<file path="src/rtl/intclk_sel_pkg.sv">
package intclk_sel_pkg;

    localparam int NUM_OUT = 6;
    localparam int NUM_GEN = 6;
    localparam int SRC_W   = 3;
    localparam int CODE_W  = 2;
    localparam int FIELD_W = SRC_W + CODE_W;
    localparam int REG_W   = 32;
    localparam int USED_W  = NUM_OUT * FIELD_W;
    localparam int CNT_W   = 2;
    localparam int DIV_W   = 3;

    typedef enum logic [1:0] {
        CH_OFF  = 2'd0,
        CH_SYNC = 2'd1,
        CH_RUN  = 2'd2
    } ch_state_t;

    typedef struct packed {
        logic [SRC_W-1:0]  src;
        logic [CODE_W-1:0] code;
    } field_t;

    // post-divide table; code 2 is the variant-dependent entry
    function automatic logic [DIV_W-1:0] post_div(input logic [CODE_W-1:0] code,
                                                  input bit alt);
        logic [DIV_W-1:0] n;
        case (code)
            2'd0:    n = 3'd1;
            2'd1:    n = 3'd4;
            2'd2:    n = alt ? 3'd3 : 3'd1;
            default: n = 3'd2;
        endcase
        return n;
    endfunction

endpackage

</file>
<file path="src/rtl/intclk_sel_regs.sv">
module intclk_sel_regs
    import intclk_sel_pkg::*;
(
    input  logic              clk,
    input  logic              rst_n,
    input  logic              wr_en_i,
    input  logic [REG_W-1:0]  wr_data_i,
    input  logic              rd_en_i,
    output logic [REG_W-1:0]  rd_data_o,
    output logic [USED_W-1:0] fields_o
);

    localparam int PAD_W = REG_W - USED_W;

    logic [USED_W-1:0] cfg_q;
    logic [REG_W-1:0]  rd_q;

    always_ff @(posedge clk or negedge rst_n) begin
        if (!rst_n) begin
            cfg_q <= '0;
            rd_q  <= '0;
        end else begin
            if (wr_en_i) begin
                cfg_q <= wr_data_i[USED_W-1:0];
            end
            if (rd_en_i) begin
                rd_q <= {{PAD_W{1'b0}}, cfg_q};
            end
        end
    end

    assign fields_o  = cfg_q;
    assign rd_data_o = rd_q;

    logic unused_hi;
    assign unused_hi = ^wr_data_i[REG_W-1:USED_W];

endmodule

</file>
<file path="src/rtl/intclk_sel_srcmux.sv">
module intclk_sel_srcmux
    import intclk_sel_pkg::*;
(
    input  logic [SRC_W-1:0]   sel_i,
    input  logic               aux_i,
    input  logic [NUM_GEN-1:0] gen_i,
    output logic               level_o
);

    // code 0: off, 1: auxiliary PLL, 2..7: generator 0..5
    always_comb begin
        level_o = 1'b0;
        if (sel_i == SRC_W'(1)) begin
            level_o = aux_i;
        end
        for (int k = 0; k < NUM_GEN; k++) begin
            if (sel_i == SRC_W'(k + 2)) begin
                level_o = gen_i[k];
            end
        end
    end

endmodule

</file>
<file path="src/rtl/intclk_sel_chan.sv">
module intclk_sel_chan
    import intclk_sel_pkg::*;
#(
    parameter bit ALT_DIV3 = 1'b0
) (
    input  logic               clk,
    input  logic               rst_n,
    input  logic [FIELD_W-1:0] field_i,
    input  logic               aux_i,
    input  logic [NUM_GEN-1:0] gen_i,
    output logic               clk_o
);

    ch_state_t         st_q, st_nxt;
    field_t            want, act_q;
    logic [CNT_W-1:0]  cnt_q, cnt_nxt;
    logic              prev_q, out_q;
    logic              lvl, rise, pending, last, boundary;
    logic [DIV_W-1:0]  div_n, hi_len;

    assign want = field_t'(field_i);

    intclk_sel_srcmux u_mux (
        .sel_i   (act_q.src),
        .aux_i   (aux_i),
        .gen_i   (gen_i),
        .level_o (lvl)
    );

    // divider bookkeeping for the active setting
    always_comb begin
        div_n    = post_div(act_q.code, ALT_DIV3);
        hi_len   = (div_n == 3'd3) ? 3'd1 : (div_n >> 1);
        rise     = lvl & ~prev_q;
        pending  = (want != act_q);
        last     = ({1'b0, cnt_q} == (div_n - 3'd1));
        cnt_nxt  = last ? '0 : cnt_q + 1'b1;
        // divide-by-1 ends its period whenever the source is low
        boundary = (div_n == 3'd1) ? ~lvl : (rise & last);
    end

    // next-state logic
    always_comb begin
        st_nxt = st_q;
        unique case (st_q)
            CH_OFF: begin
                if (want.src != '0) st_nxt = CH_SYNC;
            end
            CH_SYNC: begin
                if (want.src == '0)        st_nxt = CH_OFF;
                else if (rise && !pending) st_nxt = CH_RUN;
            end
            CH_RUN: begin
                if (pending && boundary) begin
                    st_nxt = (want.src == '0) ? CH_OFF : CH_SYNC;
                end
            end
            default: st_nxt = CH_OFF;
        endcase
    end

    // state register
    always_ff @(posedge clk or negedge rst_n) begin
        if (!rst_n) st_q <= CH_OFF;
        else        st_q <= st_nxt;
    end

    // datapath and output register
    always_ff @(posedge clk or negedge rst_n) begin
        if (!rst_n) begin
            act_q  <= '0;
            cnt_q  <= '0;
            prev_q <= 1'b1;
            out_q  <= 1'b0;
        end else begin
            prev_q <= lvl;
            unique case (st_q)
                CH_OFF: begin
                    out_q <= 1'b0;
                    cnt_q <= '0;
                    if (want.src != '0) begin
                        act_q  <= want;
                        prev_q <= 1'b1;
                    end
                end
                CH_SYNC: begin
                    if (pending) begin
                        act_q  <= want;
                        prev_q <= 1'b1;
                        out_q  <= 1'b0;
                    end else if (rise) begin
                        cnt_q <= '0;
                        out_q <= 1'b1;
                    end else begin
                        out_q <= 1'b0;
                    end
                end
                CH_RUN: begin
                    if (pending && boundary) begin
                        act_q  <= want;
                        prev_q <= 1'b1;
                        out_q  <= 1'b0;
                        cnt_q  <= '0;
                    end else if (div_n == 3'd1) begin
                        out_q <= lvl;
                    end else if (rise) begin
                        cnt_q <= cnt_nxt;
                        out_q <= ({1'b0, cnt_nxt} < hi_len);
                    end
                end
                default: out_q <= 1'b0;
            endcase
        end
    end

    assign clk_o = out_q;

    // an off channel drives low
    a_r6_off_low: assert property (@(posedge clk) disable iff (!rst_n)
        (st_q == CH_OFF) |-> !clk_o)
        else $error("a_r6_off_low");

    // waiting for the new source keeps the output low
    a_r8_sync_low: assert property (@(posedge clk) disable iff (!rst_n)
        (st_q == CH_SYNC) |-> !clk_o)
        else $error("a_r8_sync_low");

    // the active setting is frozen while a channel keeps running
    a_r7_cfg_hold: assert property (@(posedge clk) disable iff (!rst_n)
        (st_q == CH_RUN && $past(st_q) == CH_RUN) |-> $stable(act_q))
        else $error("a_r7_cfg_hold");

    // every run starts from count zero with a high phase
    a_r8_restart: assert property (@(posedge clk) disable iff (!rst_n)
        ($past(st_q) == CH_SYNC && st_q == CH_RUN) |-> (cnt_q == '0 && clk_o))
        else $error("a_r8_restart");

endmodule

</file>
<file path="src/rtl/intclk_select.sv">
module intclk_select
    import intclk_sel_pkg::*;
#(
    parameter bit               ALT_DIV3  = 1'b0,
    parameter logic [NUM_OUT-1:0] SLOT_USED = '1
) (
    input  logic               clk,
    input  logic               rst_n,
    input  logic               aux_clk_i,
    input  logic [NUM_GEN-1:0] gen_clk_i,
    input  logic               wr_en_i,
    input  logic [REG_W-1:0]   wr_data_i,
    input  logic               rd_en_i,
    output logic [REG_W-1:0]   rd_data_o,
    output logic [NUM_OUT-1:0] int_clk_o
);

    logic [USED_W-1:0] fields;

    intclk_sel_regs u_regs (
        .clk       (clk),
        .rst_n     (rst_n),
        .wr_en_i   (wr_en_i),
        .wr_data_i (wr_data_i),
        .rd_en_i   (rd_en_i),
        .rd_data_o (rd_data_o),
        .fields_o  (fields)
    );

    for (genvar i = 0; i < NUM_OUT; i++) begin : g_slot
        if (SLOT_USED[i]) begin : g_on
            intclk_sel_chan #(.ALT_DIV3(ALT_DIV3)) u_chan (
                .clk     (clk),
                .rst_n   (rst_n),
                .field_i (fields[i*FIELD_W +: FIELD_W]),
                .aux_i   (aux_clk_i),
                .gen_i   (gen_clk_i),
                .clk_o   (int_clk_o[i])
            );
        end else begin : g_off
            assign int_clk_o[i] = 1'b0;
        end
    end

endmodule

</file>
<file path="config.mk">
export PLATFORM = sky130hd
export DESIGN_NAME = intclk_select
export DESIGN_NICKNAME = d
export VERILOG_FILES = /design/src/rtl/intclk_sel_pkg.sv /design/src/rtl/intclk_sel_regs.sv /design/src/rtl/intclk_sel_srcmux.sv /design/src/rtl/intclk_sel_chan.sv /design/src/rtl/intclk_select.sv
export SDC_FILE = /design/constraint.sdc
export NUM_CORES = 1
export LEC_CHECK = 0
export CAP_MARGIN = 20
export CELL_PAD_IN_SITES_DETAIL_PLACEMENT = 0
export CELL_PAD_IN_SITES_GLOBAL_PLACEMENT = 1
export CORE_MARGIN = 5
export CORE_UTILIZATION = 25
export DETAILED_ROUTE_END_ITERATION = 8
export PLACE_DENSITY = 0.48
export SETUP_SLACK_MARGIN = 0.4
export SYNTH_ARGS = -nofsm -noshare
export SYNTH_HDL_FRONTEND = slang
export SYNTH_SLANG_ARGS = --single-unit
</file>
<file path="constraint.sdc">
create_clock -name clk -period 6.88 [get_ports clk]
set_input_delay 0.688 -clock clk [delete_from_list [all_inputs] [get_ports clk]]
set_output_delay 0.688 -clock clk [all_outputs]
set_load 0.01 [all_outputs]
</file>
# After elaboration in Yosys (flattened, before gate mapping)

Cells that the tools add are included.
Widths: inputs -> output; s select.

Input bits: 43
Bits in registers: 126
Output and inout bits: 38
Word-level logic and storage cells: 518

Order comparisons: 6
Add/subtract/negate cells: 12
Eq/ne operators: 144
Reduce and logical (&&, ||, !) cells: 72
Bitwise operators: 24
Multiplexer cells: 222

Operators by type and width:

| operator           | number |
|---|---|
| $mux 2             | 66 |
| $mux 1             | 102 |
| $mux 5             | 18 |
| $pmux 5 s3         | 6 |
| $eq 3x3->1 const B | 24 |
| $pmux 2 s3         | 12 |
| $eq 3x2->1 const B | 18 |
| $ne 2x1->1 const B | 24 |
| $eq 3x1->1 const B | 12 |
| $ne 3x1->1 const B | 12 |
| $pmux 3 s2         | 6 |
| $reduce_bool 3->1  | 12 |
| $ne 5x5->1         | 6 |
| $reduce_and 5->1   | 6 |
| $eq 2x1->1 const B | 12 |
| $eq 2x2->1 const B | 12 |
| $logic_not 2->1    | 12 |
| $ne 4x1->1 const B | 6 |
| $reduce_and 4->1   | 6 |
| $eq 2x3->1         | 6 |
| $logic_not 3->1    | 6 |
| $lt 2x3->1         | 6 |
| $ne 3x3->1 const B | 6 |
| $pmux 1 s3         | 6 |
| other kinds (10)   | 78 |

# Longest topological paths before layout

Gate-level depths: netlist (run 1).

Depth in word-level cells: 14
Gate-level depth with buffers: 10
Gate-level depth less buffers: 10

# Hierarchy

From an unflattened synthesis (run 1), not the netlist that was laid out.

Cells, all modules: 653
Area, all modules: 7863.8 µm²

Modules (own cells, without submodules):

| module                                       | area each (µm²) | instances | sequential area each (µm²) | cells each |
|---|---|---|---|---|
| intclk_sel_chan at g_slot[0].g_on.u_chan ... | 840.8           | 4         | 276.5                      | 83 |
| intclk_sel_regs                              | 2488.6          | 1         | 1501.4                     | 129 |
| intclk_sel_chan at g_slot[4].g_on.u_chan     | 825.8           | 1         | 276.5                      | 83 |
| intclk_sel_chan at g_slot[5].g_on.u_chan     | 803.3           | 1         | 276.5                      | 79 |
| intclk_sel_srcmux                            | 63.8            | 6         | 0.0                        | 5 |

# Worst setup path before layout (run 1)

No wires, ideal clock.

Path type: in2reg
Start: in gen_clk_i[5]
End: reg g_slot[4].g_on.u_chan.act_q[0] (netlist bit)
Buffers on the path: 0
Setup slack: 4.376 ns
Library setup time: 0.125 ns
Cell stages on the path: 6
Data arrival time: 2.379 ns
Required time: 6.755 ns
Cells stage by stage: mux2i_1 > mux4_2 > mux2_1 > or2_4 > a21oi_4 > mux2_2

Cells in the longest elaborated chain, start to end: 7
Elaborated cells between the ends (all ways): 8
Those cells by class: eq/ne: 1; mux: 2; bitwise: 3; reduce/logical: 2

Ends and longest elaborated chain:

| element                               | line                    | source |
|---|---|---|
| start: declaration                    | intclk_select.sv:10     | `input logic [NUM_GEN-1:0] gen_clk_i,` |
| $mux 1 (*)                            | intclk_sel_srcmux.sv:17 | `if (sel_i == SRC_W'(k + 2)) begin` |
| $and 1x1->1                           | intclk_sel_chan.sv:34   | `rise = lvl & ~prev_q;` |
| $and 1x1->1                           | intclk_sel_chan.sv:39   | `boundary = (div_n == 3'd1) ? ~lvl : (rise & last);` |
| $mux 1 (*)                            | intclk_sel_chan.sv:39   |  |
| $logic_and 1x1->1 (*)                 | intclk_sel_chan.sv:99   | `if (pending && boundary) begin` |
| $ne 2x1->1 (no source line) (*)       | n/a                     |  |
| $reduce_and 4->1 (no source line) (*) | n/a                     |  |
| end signal: assignment                | intclk_sel_chan.sv:82   | `act_q <= want;` |
| end signal: assignment                | intclk_sel_chan.sv:88   | `act_q <= want;` |
| end signal: assignment                | intclk_sel_chan.sv:100  | `act_q <= want;` |
| end: declaration                      | intclk_sel_chan.sv:15   | `field_t want, act_q;` |

Mark *: on every way between the ends. The rest lies on a longest branch, timed or not.
A chain may end at the register's enable or synchronous reset.

# Worst setup path after layout (run 1)

Start: in gen_clk_i[4]
End: reg g_slot[3].g_on.u_chan.act_q[0] (netlist bit)

Cells in the longest elaborated chain, start to end: 8
Elaborated cells between the ends (all ways): 9
Those cells by class: eq/ne: 1; mux: 3; bitwise: 3; reduce/logical: 2

Ends and longest elaborated chain:

| element                               | line |
|---|---|
| $mux 1 (*) (2 in a row)               | intclk_sel_srcmux.sv:17 |
| $and 1x1->1                           | intclk_sel_chan.sv:34 |
| $and 1x1->1                           | intclk_sel_chan.sv:39 |
| $mux 1 (*)                            | intclk_sel_chan.sv:39 |
| $logic_and 1x1->1 (*)                 | intclk_sel_chan.sv:99 |
| $ne 2x1->1 (no source line) (*)       | n/a |
| $reduce_and 4->1 (no source line) (*) | n/a |
| end signal: assignment                | intclk_sel_chan.sv:82 |
| end signal: assignment                | intclk_sel_chan.sv:88 |
| end signal: assignment                | intclk_sel_chan.sv:100 |
| end: declaration                      | intclk_sel_chan.sv:15 |

Marked as above.

==> results of run 1 <==
registers in the layout, summed over array words and instances, names as in the netlist:
signal,cells
g_slot.g_on.u_chan.st_q,12
u_regs.rd_data_o,30
u_regs.fields_o,30
g_slot.g_on.u_chan.cnt_q,12
g_slot.g_on.u_chan.act_q,30
g_slot.g_on.u_chan.clk_o,6
g_slot.g_on.u_chan.prev_q,6
cells in the final DEF, fill, tap and decap left out, drive strengths merged, types with 10 or more instances in the layout:
master	n
ha	30
nor2	41
clkbuf	22
a21oi	28
nand2b	16
inv	29
clkdlybuf4s50	73
mux2	111
xnor2	16
nor3	16
xor2	20
o21ai	20
mux2i	20
dfrtp	120
nand2	52
o22ai	10
cell families after synthesis:
family / after synthesis / share of synthesized area (%)
other cells: 1 / 0.0502
fa+ha+maj: 30 / 5.03
mux: 135 / 20.6
xor+xnor: 36 / 4.22
simple gates: 175 / 11.7
compound gates: 126 / 12.4
buf+inv: 62 / 3.72
flops: 126 / 42.3
path summary, 6_finish.rpt:
check / to / cells after the start
worst max-delay path: g_slot[3].g_on.u_chan.act_q[0]$_DFFE_PN0P_ / 7
worst min-delay path: u_regs.rd_data_o[21]$_DFFE_PN0P_ / 1
min in group clk: g_slot[5].g_on.u_chan.clk_o$_DFFE_PN0P_ / 2
worst min register to register: g_slot[5].g_on.u_chan.clk_o$_DFFE_PN0P_ / 2
max in group asynchronous: u_regs.rd_data_o[6]$_DFFE_PN0P_ / 2
worst max register to register: g_slot[3].g_on.u_chan.act_q[0]$_DFFE_PN0P_ / 6
cell type report:
type / instances / area [µm²]
clock buffer: 22 / 484
clock inverter: 10 / 183
fill: 3019 / 20300
inverter: 29 / 109
multi-input combinational: 504 / 4040
sequential: 126 / 3160
tap: 390 / 488
timing repair buffer: 77 / 756
metrics by stage:
stage	instances	setup WS [ps]	utilization [%]
2_1_floorplan	692	4380	-
6_report	1158	3770	31.2
3_5_place_dp	1126	3340	28.9
3_3_place_gp	1126	3370	28.9
4_1_cts	1158	3800	31.2
5_1_grt	1158	3630	31.2
power groups by stage:
stage	Sequential, mW	Clock [mW]	Combinational (mW)
2_1_floorplan	1.12	0	1.23
3_3_place_gp	1.21	0	1.51
3_5_place_dp	1.22	0	1.51
4_1_cts	1.21	1.05	1.52
5_1_grt	1.25	1.08	1.69
6_report	1.20	1.02	1.51
metal layers:
| metal | vias up | routed length (µm) | global-route usage [%] | share of wire, % |
|---|---|---|---|---|
| li1 | 2619 | - | - | - |
| met3 | 22 | 558 | 2.16 | 3.1 |
| met5 | - | 0 | 0 | 0 |
| met2 | 85 | 8330 | 17.7 | 47 |
| met4 | 0 | 395 | 4.17 | 2.2 |
| met1 | 2668 | 8490 | 14.6 | 48 |
==> results.md, run 1 <==
* Status: complete, no violations
* Post-synth top cells: dfrtp_1, mux2_2, nand2_1, nor2_1, ha_1
* Final WL at 17.8 mm
* Sw frac at 36.3%
* Worst-path clk slew at 60 ps
* Antenna diodes at 0
* Design area at 9220 µm²
* Cell repeated most along the worst path: mux2_2
* Asr flop ratio synth at 100%
* Final hold vios at 0
* Largest net degree at the start of global routing at 66
* Post-synth top area share at 40.2%
* Clock Latency Late Sink at 420 ps
* Area grow syn2layout at 23.4%
* Arrival @ worst endpoint at 3400 ps
* Max-slew violations at 0
* Post-Syn Area at 7470 µm²
* Fin Clk Skew at 9.66 ps
* RSZ-0062 raised after global routing: no
* WL/cell at 15.3 µm
* Top Ports at 81
* Reg2Reg Launch Point: g_slot[3].g_on.u_chan.act_q[4]$_DFFE_PN0P_
* CTS tree: built
* Clock power share at 27.2%
* Vias per cell at 4.66
* Cell type with the highest aggregate area in the netlist: dfrtp_1
* Slew Limit Headroom at 39.4%
* Int Power at 2.38 mW
* Final RePlAce weighted congestion at 0.808
* GRT overflow at 0
* Crit end category: flip-flop
* CP peak stage delay at 570 ps
* Post-synth EDFFs at 0
* # setup viols final at 0
* Pleak at 3.81 nW
* Top-count cell post-synth: dfrtp_1
* Flop pwr share at 32.3%
* Fmax at 322 MHz
* CP Launch Type: input port
* Die X at 183 µm
* First-pass GRT wire length at 29.9 mm
* Period minus WS final at 3110 ps
* Area contributors post-synth: dfrtp_1, mux2_2, ha_1, mux2i_1, nand2_1
* Maximum fanout along the worst path at 6
* Placed Area at 8550 µm²
* Starting Density at 25.3%
* Slowest CP cell: clkdlybuf4s50_1
* Avg Cell Area, Syn at 10.8 µm²
* Worst EP required at 7180 ps
* Port bufs at 76
* Critical path type: in2reg
* Number of CTS-inserted buffers at 17
* GR Util All Layers at 11.0%
* Cells after Synth at 691
* Setup bufs post-CTS at 0
* Synthesis-stage register bit count at 126
* Max-cap viol count at 0
* # DRC at 0
* Crit. Startpoint: gen_clk_i[4]
* Slew @ Worst Pin at 909 ps
* Final HPWL DP at 12.7 mm
* Comb pwr share at 40.5%
* Power Total at 3.73 mW
* Die Y at 183 µm
* Peak supply drop at 0.000174 V
* Pwr dens at 405 nW/µm²
* 1st-pass router iterations at 4
* TNS Setup at 0 ps
* CTS hold repair buffers at 0
* Clock Tree Buf Depth at 2
* Post-synthesis sequential area ratio at 42.3%
* H-tree depth at 4
* Sink Count at 126
* Worst path top cell family by delay: compound AO/OA/AOI/OAI gates
* CP Buf/Inv Count at 1
* Ys flop type: dfrtp_1
* Final #Nets at 828
* Vias after detailed routing at 5,394
* Yosys cell types at 71
* Core area at 29,600 µm²
* Crit share post-route at 45.1%
* Vias in the first global route at 5,635
* Syn. warnings at 0
* Layout cells sized above 1 at 21.7%
* Final Hold Slack at 358 ps
* Antenna violations before repair at 0
* Post-CTS sizing at 0
* Worst R2R Setup Slack at 4110 ps
* DIE AREA at 33,400 µm²
* Root Buffer: clkbuf_16
* Routed Antenna Nets at 0
* Iter 0 DRT Violations at 267
* Cell chain of the critical path: clkdlybuf4s50_1 -> mux2_2 -> a221oi_1 -> or3_1 -> a21oi_1 -> o21ai_1 -> mux2_2
* Number of core rows at 63
* P_sw at 1.35 mW
* Worst Hold Class: in2async
(Power assumes the default switching activity.)
==> inputs of run 2 (changes only) <==
==> constraint.sdc (replaced) <==
create_clock -name clk -period 3.1 [get_ports clk]
set_input_delay 0.31 -clock clk [delete_from_list [all_inputs] [get_ports clk]]
set_output_delay 0.31 -clock clk [all_outputs]
set_load 0.01 [all_outputs]
==> run 2 against run 1 <==
Effect of this change:
- first-iteration DRC count down 1.1%
- largest power group unchanged
- total power up 120%
- register-to-register slack worse by 3500 ps
- highest routed layer unchanged
- sequential share of layout area down 0.48 points
- critical path type unchanged
==> results.md, run 2 (same netlist as run 1, synthesis figures left out) <==
* Critical path type: in2reg (unchanged)
* Starting Density at 25.3% (unchanged)
* Fmax at 397 MHz
* Worst path top cell family by delay: multiplexers (was compound AO/OA/AOI/OAI gates)
* Max-cap viol count at 0 (unchanged)
* Final RePlAce weighted congestion at 0.798 (was 0.808)
* # DRC at 0 (unchanged)
* Post-CTS sizing at 0 (unchanged)
* Worst EP required at 3410 ps (was 7180 ps)
* Worst r2r path cells at 7 (was 6)
* Area of the multi-input gates at 4040 µm² (unchanged)
* Final #Nets at 846 (was 828)
* Crit share post-route at 81.3%
* Vias after detailed routing at 5,449 (was 5,394)
* WL/cell at 15.5 µm (was 15.3 µm)
* Slew Limit Headroom at 42.2% (was 39.4%)
* Routed Antenna Nets at 0 (unchanged)
* Cell chain of the critical path: clkdlybuf4s50_1 -> mux2i_1 -> mux4_2 -> nor4_4 -> o21bai_2 -> buf_4 -> o22ai_1 -> mux2_2 (was clkdlybuf4s50_1 -> mux2_2 -> a221oi_1 -> or3_1 -> a21oi_1 -> o21ai_1 -> mux2_2)
* Power Total at 8.38 mW (was 3.73 mW)
* Top Ports at 81 (unchanged)
* Largest net degree at the start of global routing at 78 (was 66)
* Die Y at 183 µm (unchanged)
* Antenna diodes at 0 (unchanged)
* Worst Hold Class: in2async (unchanged)
* Vias per cell at 4.63 (was 4.66)
* Final WL at 18.2 mm (was 17.8 mm)
* Slowest CP cell: clkdlybuf4s50_1 (unchanged)
* Final Hold Slack at 366 ps (was 358 ps)
* Slew @ Worst Pin at 868 ps (was 909 ps)
* Worst R2R Setup Slack at 580 ps (was 4110 ps)
* Crit end category: flip-flop (unchanged)
* Reg2Reg Launch Point: g_slot[5].g_on.u_chan.act_q[4]$_DFFE_PN0P_ (was g_slot[3].g_on.u_chan.act_q[4]$_DFFE_PN0P_)
* GR Util All Layers at 11.2% (was 11.0%)
* Number of CTS-inserted buffers at 17 (unchanged)
* Maximum fanout along the worst path at 6 (unchanged)
* # fillers at 3,016 (was 3,019)
* CP peak stage delay at 630 ps (was 570 ps)
* Period minus WS final at 2520 ps
* Root Buffer: clkbuf_16 (unchanged)
* Final HPWL DP at 13.3 mm (was 12.7 mm)
* First-pass GRT wire length at 30.2 mm (was 29.9 mm)
* Clock Tree Buf Depth at 2 (unchanged)
* Commonest non-fill, non-tap cells in the layout: dfrtp_1, mux2_2, clkdlybuf4s50_1 (unchanged)
* CP Buf/Inv Count at 2 (was 1)
* Number of core rows at 63 (unchanged)
* Core area at 29,600 µm² (unchanged)
* CTS tree: built (unchanged)
* Worst-path clk slew at 60 ps (about the same)
* Final hold vios at 0 (unchanged)
* 1st-pass router iterations at 4 (unchanged)
* Fin Clk Skew at 12.9 ps (was 9.66 ps)
* Clock Latency Late Sink at 430 ps (was 420 ps)
* Max-slew violations at 0 (unchanged)
* Peak supply drop at 0.000454 V (was 0.000174 V)
* GRT overflow at 0 (unchanged)
* Vias in the first global route at 5,814 (was 5,635)
* Pleak at 3.89 nW (was 3.81 nW)
* TNS Setup at 0 ps (unchanged)
* Arrival @ worst endpoint at 2830 ps (was 3400 ps)
* Iter 0 DRT Violations at 264 (was 267)
* Pwr dens at 897 nW/µm² (was 405 nW/µm²)
* RSZ-0062 raised after global routing: no (unchanged)
* H-tree depth at 4 (unchanged)
* Storage element area at 3160 µm² (unchanged)
* Antenna violations before repair at 0 (unchanged)
* CP Launch Type: input port (unchanged)
* Status: complete, no violations (unchanged)
* Reg2reg end: g_slot[5].g_on.u_chan.st_q[0]$_DFFE_PN0P_ (was g_slot[3].g_on.u_chan.act_q[0]$_DFFE_PN0P_)
* Die X at 183 µm (unchanged)
* Port bufs at 76 (unchanged)
* Most common cell after layout, fill and taps aside: dfrtp_1 (unchanged)
* # setup viols final at 0 (unchanged)
* Fin util at 31.6% (was 31.2%)
* DIE AREA at 33,400 µm² (unchanged)
* Sink Count at 126 (unchanged)
* Area grow syn2layout at 25.1% (was 23.4%)
* Layout cells sized above 1 at 23.5% (was 21.7%)
[run 2: cell count changes in the layout (fill, tap and decap cells not counted)]
cell | before | now
buf_16 | 0 | 1
buf_4 | 2 | 18
inv_6 | 0 | 1
clkbuf_1 | 1 | 0
dlygate4sd3_1 | 0 | 1
clkbuf_8 | 4 | 2
clkinv_4 | 0 | 3
bufinv_16 | 5 | 4
[run 2: what timing repair did]
| item | in CTS | in global routing |
|---|---|---|
| endpoints found under the hold margin | 0 | 20 |
| buffers inserted | 0 | 0 |
| hold buffers | 0 | 1 |
| endpoints found under the setup margin | 0 | 0 |
[run 2: stage by stage]
step,area [µm²],std cells,setup WS [ps]
floorplan,7470,692,733
global placement,8670,1142,147
detailed placement,8670,1142,125
CTS,9310,1174,543
global route,9350,1176,411
finish,9350,1176,580
[run 2: per-layer routing]
layer	global-route usage [%]	vias to the layer above	part of all wire, %
met2	19.2	81	50
li1	-	2652	-
met4	3.31	0	1.3
met5	0	-	0
met3	2.64	17	2.9
met1	14.0	2699	46
[run 2: worst max path at each step]
| stage | startpoint | endpoint | slack, ps | cells past startpoint |
|---|---|---|---|---|
| after global placement | gen_clk_i[2] | g_slot[1].g_on.u_chan.act_q[2]$_DFFE_PN0P_ | 150 | 9 |
| after global routing | g_slot[2].g_on.u_chan.act_q[4]$_DFFE_PN0P_ | g_slot[2].g_on.u_chan.act_q[1]$_DFFE_PN0P_ | 410 | 6 |
| after CTS | g_slot[2].g_on.u_chan.act_q[4]$_DFFE_PN0P_ | g_slot[2].g_on.u_chan.act_q[1]$_DFFE_PN0P_ | 540 | 6 |
| after floorplan | g_slot[4].g_on.u_chan.act_q[4]$_DFFE_PN0P_ | g_slot[4].g_on.u_chan.act_q[0]$_DFFE_PN0P_ | 730 | 7 |
| after detailed placement | gen_clk_i[5] | g_slot[5].g_on.u_chan.st_q[0]$_DFFE_PN0P_ | 120 | 8 |
| final | gen_clk_i[4] | g_slot[5].g_on.u_chan.st_q[0]$_DFFE_PN0P_ | 580 | 8 |
[run 2: layout make-up]
type,instances,area share (%)
Tap cell,390,5.22
Timing Repair Buffer,95,9.77
Multi-Input combinational cell,504,43.2
Inverter,29,1.16
Clock inverter,13,2.01
Clock buffer,19,4.85
Sequential cell,126,33.8
[run 2: where the power goes]
group	total, mW	internal, mW	switching [mW]
logic	3.51	1.80	1.71
registers	2.68	2.09	0.591
clock network	2.19	1.39	0.797
==> inputs of run 3 (changes only) <==
==> constraint.sdc (replaced) <==
create_clock -name clk -period 2.4 [get_ports clk]
set_input_delay 0.24 -clock clk [delete_from_list [all_inputs] [get_ports clk]]
set_output_delay 0.24 -clock clk [all_outputs]
set_load 0.01 [all_outputs]
==> run 3 against run 2 <==
Effect of this change:
- flip-flop and latch count stayed put
- routed wire length up 13%
- register-to-register slack worse by 520 ps
- utilization up 4.4 points
- first-iteration DRC count grew 2.7%
- cell count up 6.0%
- critical path depth decreased by 2
- sequential share of layout area shrank 4.0 points
- setup slack worse by 520 ps
- clock power rose by 9.6%
- largest cell class unchanged
==> results.md, run 3 (same netlist as run 1, synthesis figures left out) <==
* Reg2reg end: g_slot[4].g_on.u_chan.act_q[4]$_DFFE_PN0P_ (was g_slot[5].g_on.u_chan.st_q[0]$_DFFE_PN0P_)
* Root Buffer: clkbuf_16 (unchanged)
* Placed cell count at 1,188 (was 1,142)
* RSZ-0062 raised after global routing: yes (was no)
* Crit end category: flip-flop (unchanged)
* Worst r2r path cells at 6 (was 7)
* Arrival @ worst endpoint at 2630 ps (was 2830 ps)
* Period minus WS final at 2340 ps
* Slew Limit Headroom at 58.5% (was 42.2%)
* Crit share post-route at 97.4%
* DIE AREA at 33,400 µm² (unchanged)
* Iter 0 DRT Violations at 271 (was 264)
* Die X at 183 µm (unchanged)
* Most common cell after layout, fill and taps aside: dfrtp_1 (unchanged)
* Antenna violations before repair at 6 (was 0)
* Final #Nets at 915 (was 846)
* Starting Density at 25.3% (unchanged)
* Fmax at 428 MHz
* Slew @ Worst Pin at 617 ps (was 868 ps)
* Reg2Reg Launch Point: g_slot[4].g_on.u_chan.act_q[4]$_DFFE_PN0P_ (was g_slot[5].g_on.u_chan.act_q[4]$_DFFE_PN0P_)
* Worst EP required at 2700 ps (was 3410 ps)
* Pleak at 4.52 nW (was 3.89 nW)
* Core area at 29,600 µm² (unchanged)
* Critical path type: reg2reg (was in2reg)
* Power Total at 13.1 mW (was 8.38 mW)
* GR Util All Layers at 12.2% (was 11.2%)
* H-tree depth at 4 (unchanged)
* # DRC at 0 (unchanged)
* Layout cells sized above 1 at 38.8% (was 23.5%)
* Worst-path clk slew at 60 ps (about the same)
* Clock Latency Late Sink at 420 ps (was 430 ps)
* TNS Setup at 0 ps (unchanged)
* Die Y at 183 µm (unchanged)
* WL/cell at 16.5 µm (was 15.5 µm)
* Max-cap viol count at 0 (unchanged)
* Pre-CTS WS at -325 ps (was 125 ps)
* Status: complete, no violations (unchanged)
* Final HPWL DP at 14.4 mm (was 13.3 mm)
* Vias after detailed routing at 5,863 (was 5,449)
* Vias in the first global route at 6,238 (was 5,814)
* # setup viols final at 0 (unchanged)
* Vias per cell at 4.70 (was 4.63)
* First-pass GRT wire length at 32.9 mm (was 30.2 mm)
* Area grow syn2layout at 42.4% (was 25.1%)
* CTS tree: built (unchanged)
* Peak supply drop at 0.000549 V (was 0.000454 V)
* Storage element area at 3170 µm² (was 3160 µm²)
* Routed Antenna Nets at 0 (unchanged)
* Final Hold Slack at 337 ps (was 366 ps)
* Area of the multi-input gates at 4760 µm² (was 4040 µm²)
* Final RePlAce weighted congestion at 0.811 (was 0.798)
* Final WL at 20.6 mm (was 18.2 mm)
* Maximum fanout along the worst path at 5 (was 6)
* 1st-pass router iterations at 4 (unchanged)
* Final std cells w/o fill at 1,247 (was 1,176)
* Setup slack after layout at 61.3 ps (was 580 ps)
* Top Ports at 81 (unchanged)
* CP Launch Type: flip-flop (was input port)
* Pwr dens at 1230 nW/µm² (was 897 nW/µm²)
* Clock Tree Buf Depth at 2 (unchanged)
* Max-slew violations at 0 (unchanged)
* Number of CTS-inserted buffers at 17 (unchanged)
* Worst R2R Setup Slack at 60 ps (was 580 ps)
* Sink Count at 126 (unchanged)
* Commonest non-fill, non-tap cells in the layout: dfrtp_1, clkdlybuf4s50_1, mux2_2 (was dfrtp_1, mux2_2, clkdlybuf4s50_1)
* Largest net degree at the start of global routing at 49 (was 78)
* Port bufs at 76 (unchanged)
* GRT overflow at 0 (unchanged)
* Number of core rows at 63 (unchanged)
* Fin Clk Skew at 10.1 ps (was 12.9 ps)
* Final hold vios at 0 (unchanged)
* # fillers at 2,927 (was 3,016)
* Worst Hold Class: in2async (unchanged)
-- run 3: cell types whose count changed in the layout (fill, tap and decap cells not counted), moves of 6 or more --
| cell | previous run | this run |
|---|---|---|
| a21oi_1 | 27 | 19 |
| buf_4 | 18 | 58 |
| buf_6 | 0 | 26 |
| dfrtp_1 | 120 | 111 |
| dfrtp_2 | 0 | 9 |
| mux2_2 | 108 | 64 |
| mux2_4 | 0 | 46 |
| nor2_1 | 41 | 32 |
| nor2_4 | 0 | 6 |
| o21ai_0 | 17 | 9 |
-- run 3: repair_timing --
item	in CTS	in global routing
hold buffers	1	0
endpoints found under the setup margin	61	64
buffers inserted	18	6
pin swaps	32	27
gates resized for setup	76	62
endpoints found under the hold margin	31	0
-- run 3: through the flow --
stage	utilization, %	instance area [µm²]
after global placement	31.5	9310
after detailed placement	31.5	9310
after floorplan	-	7750
final	36.0	10600
after CTS	34.8	10300
after global routing	36.0	10600
-- run 3: worst max path at each step --
stage                                               start                                    endpoint  slack, ps  cells after the start
3_3_place_gp                                 gen_clk_i[1]   g_slot[4].g_on.u_chan.st_q[0]$_DFFE_PN0P_       -280                      8
3_5_place_dp                                 gen_clk_i[1]  g_slot[0].g_on.u_chan.cnt_q[1]$_DFFE_PN0P_       -330                      7
2_1_floorplan  g_slot[4].g_on.u_chan.act_q[4]$_DFFE_PN0P_  g_slot[4].g_on.u_chan.act_q[0]$_DFFE_PN0P_         50                      7
5_1_grt        g_slot[4].g_on.u_chan.act_q[4]$_DFFE_PN0P_  g_slot[4].g_on.u_chan.act_q[4]$_DFFE_PN0P_         -9                      6
6_report       g_slot[4].g_on.u_chan.act_q[4]$_DFFE_PN0P_  g_slot[4].g_on.u_chan.act_q[4]$_DFFE_PN0P_         60                      6
4_1_cts        g_slot[4].g_on.u_chan.act_q[4]$_DFFE_PN0P_  g_slot[4].g_on.u_chan.act_q[4]$_DFFE_PN0P_         50                      6
-- run 3: worst max-delay path, stage by stage (launching register included) --
cell and delay, ps:
dfrtp_2 440, mux2i_1 120, mux4_2 500, mux2_4 320, or2_4 260, a21oi_4 220, mux2_2 360
-- run 3: area by class of cell --
type	count	share of cell area [%]
antenna	2	0.0470
sequential	126	29.8
timing repair buffer	164	14.7
multi-input combinational	504	44.7
clock buffer	19	4.26
inverter	29	1.02
tap	390	4.59
clock inverter	13	0.870
-- run 3: where the power goes --
| part | switching [mW] | total [mW] | internal (mW) |
|---|---|---|---|
| Combinational | 3.31 | 7.24 | 3.93 |
| Sequential | 0.752 | 3.47 | 2.72 |
| Clock | 1.02 | 2.40 | 1.37 |
| Total | 5.09 | 13.1 | 8.02 |
-- run 3: routing by layer --
metal / GRT usage, % / part of all wire [%] / vias to the layer above
met5: 0 / 0.28 / -
met4: 3.49 / 1.8 / 8
met3: 3.57 / 4.3 / 30
met2: 19.9 / 47 / 96
met1: 15.9 / 46 / 2929
li1: - / - / 2800
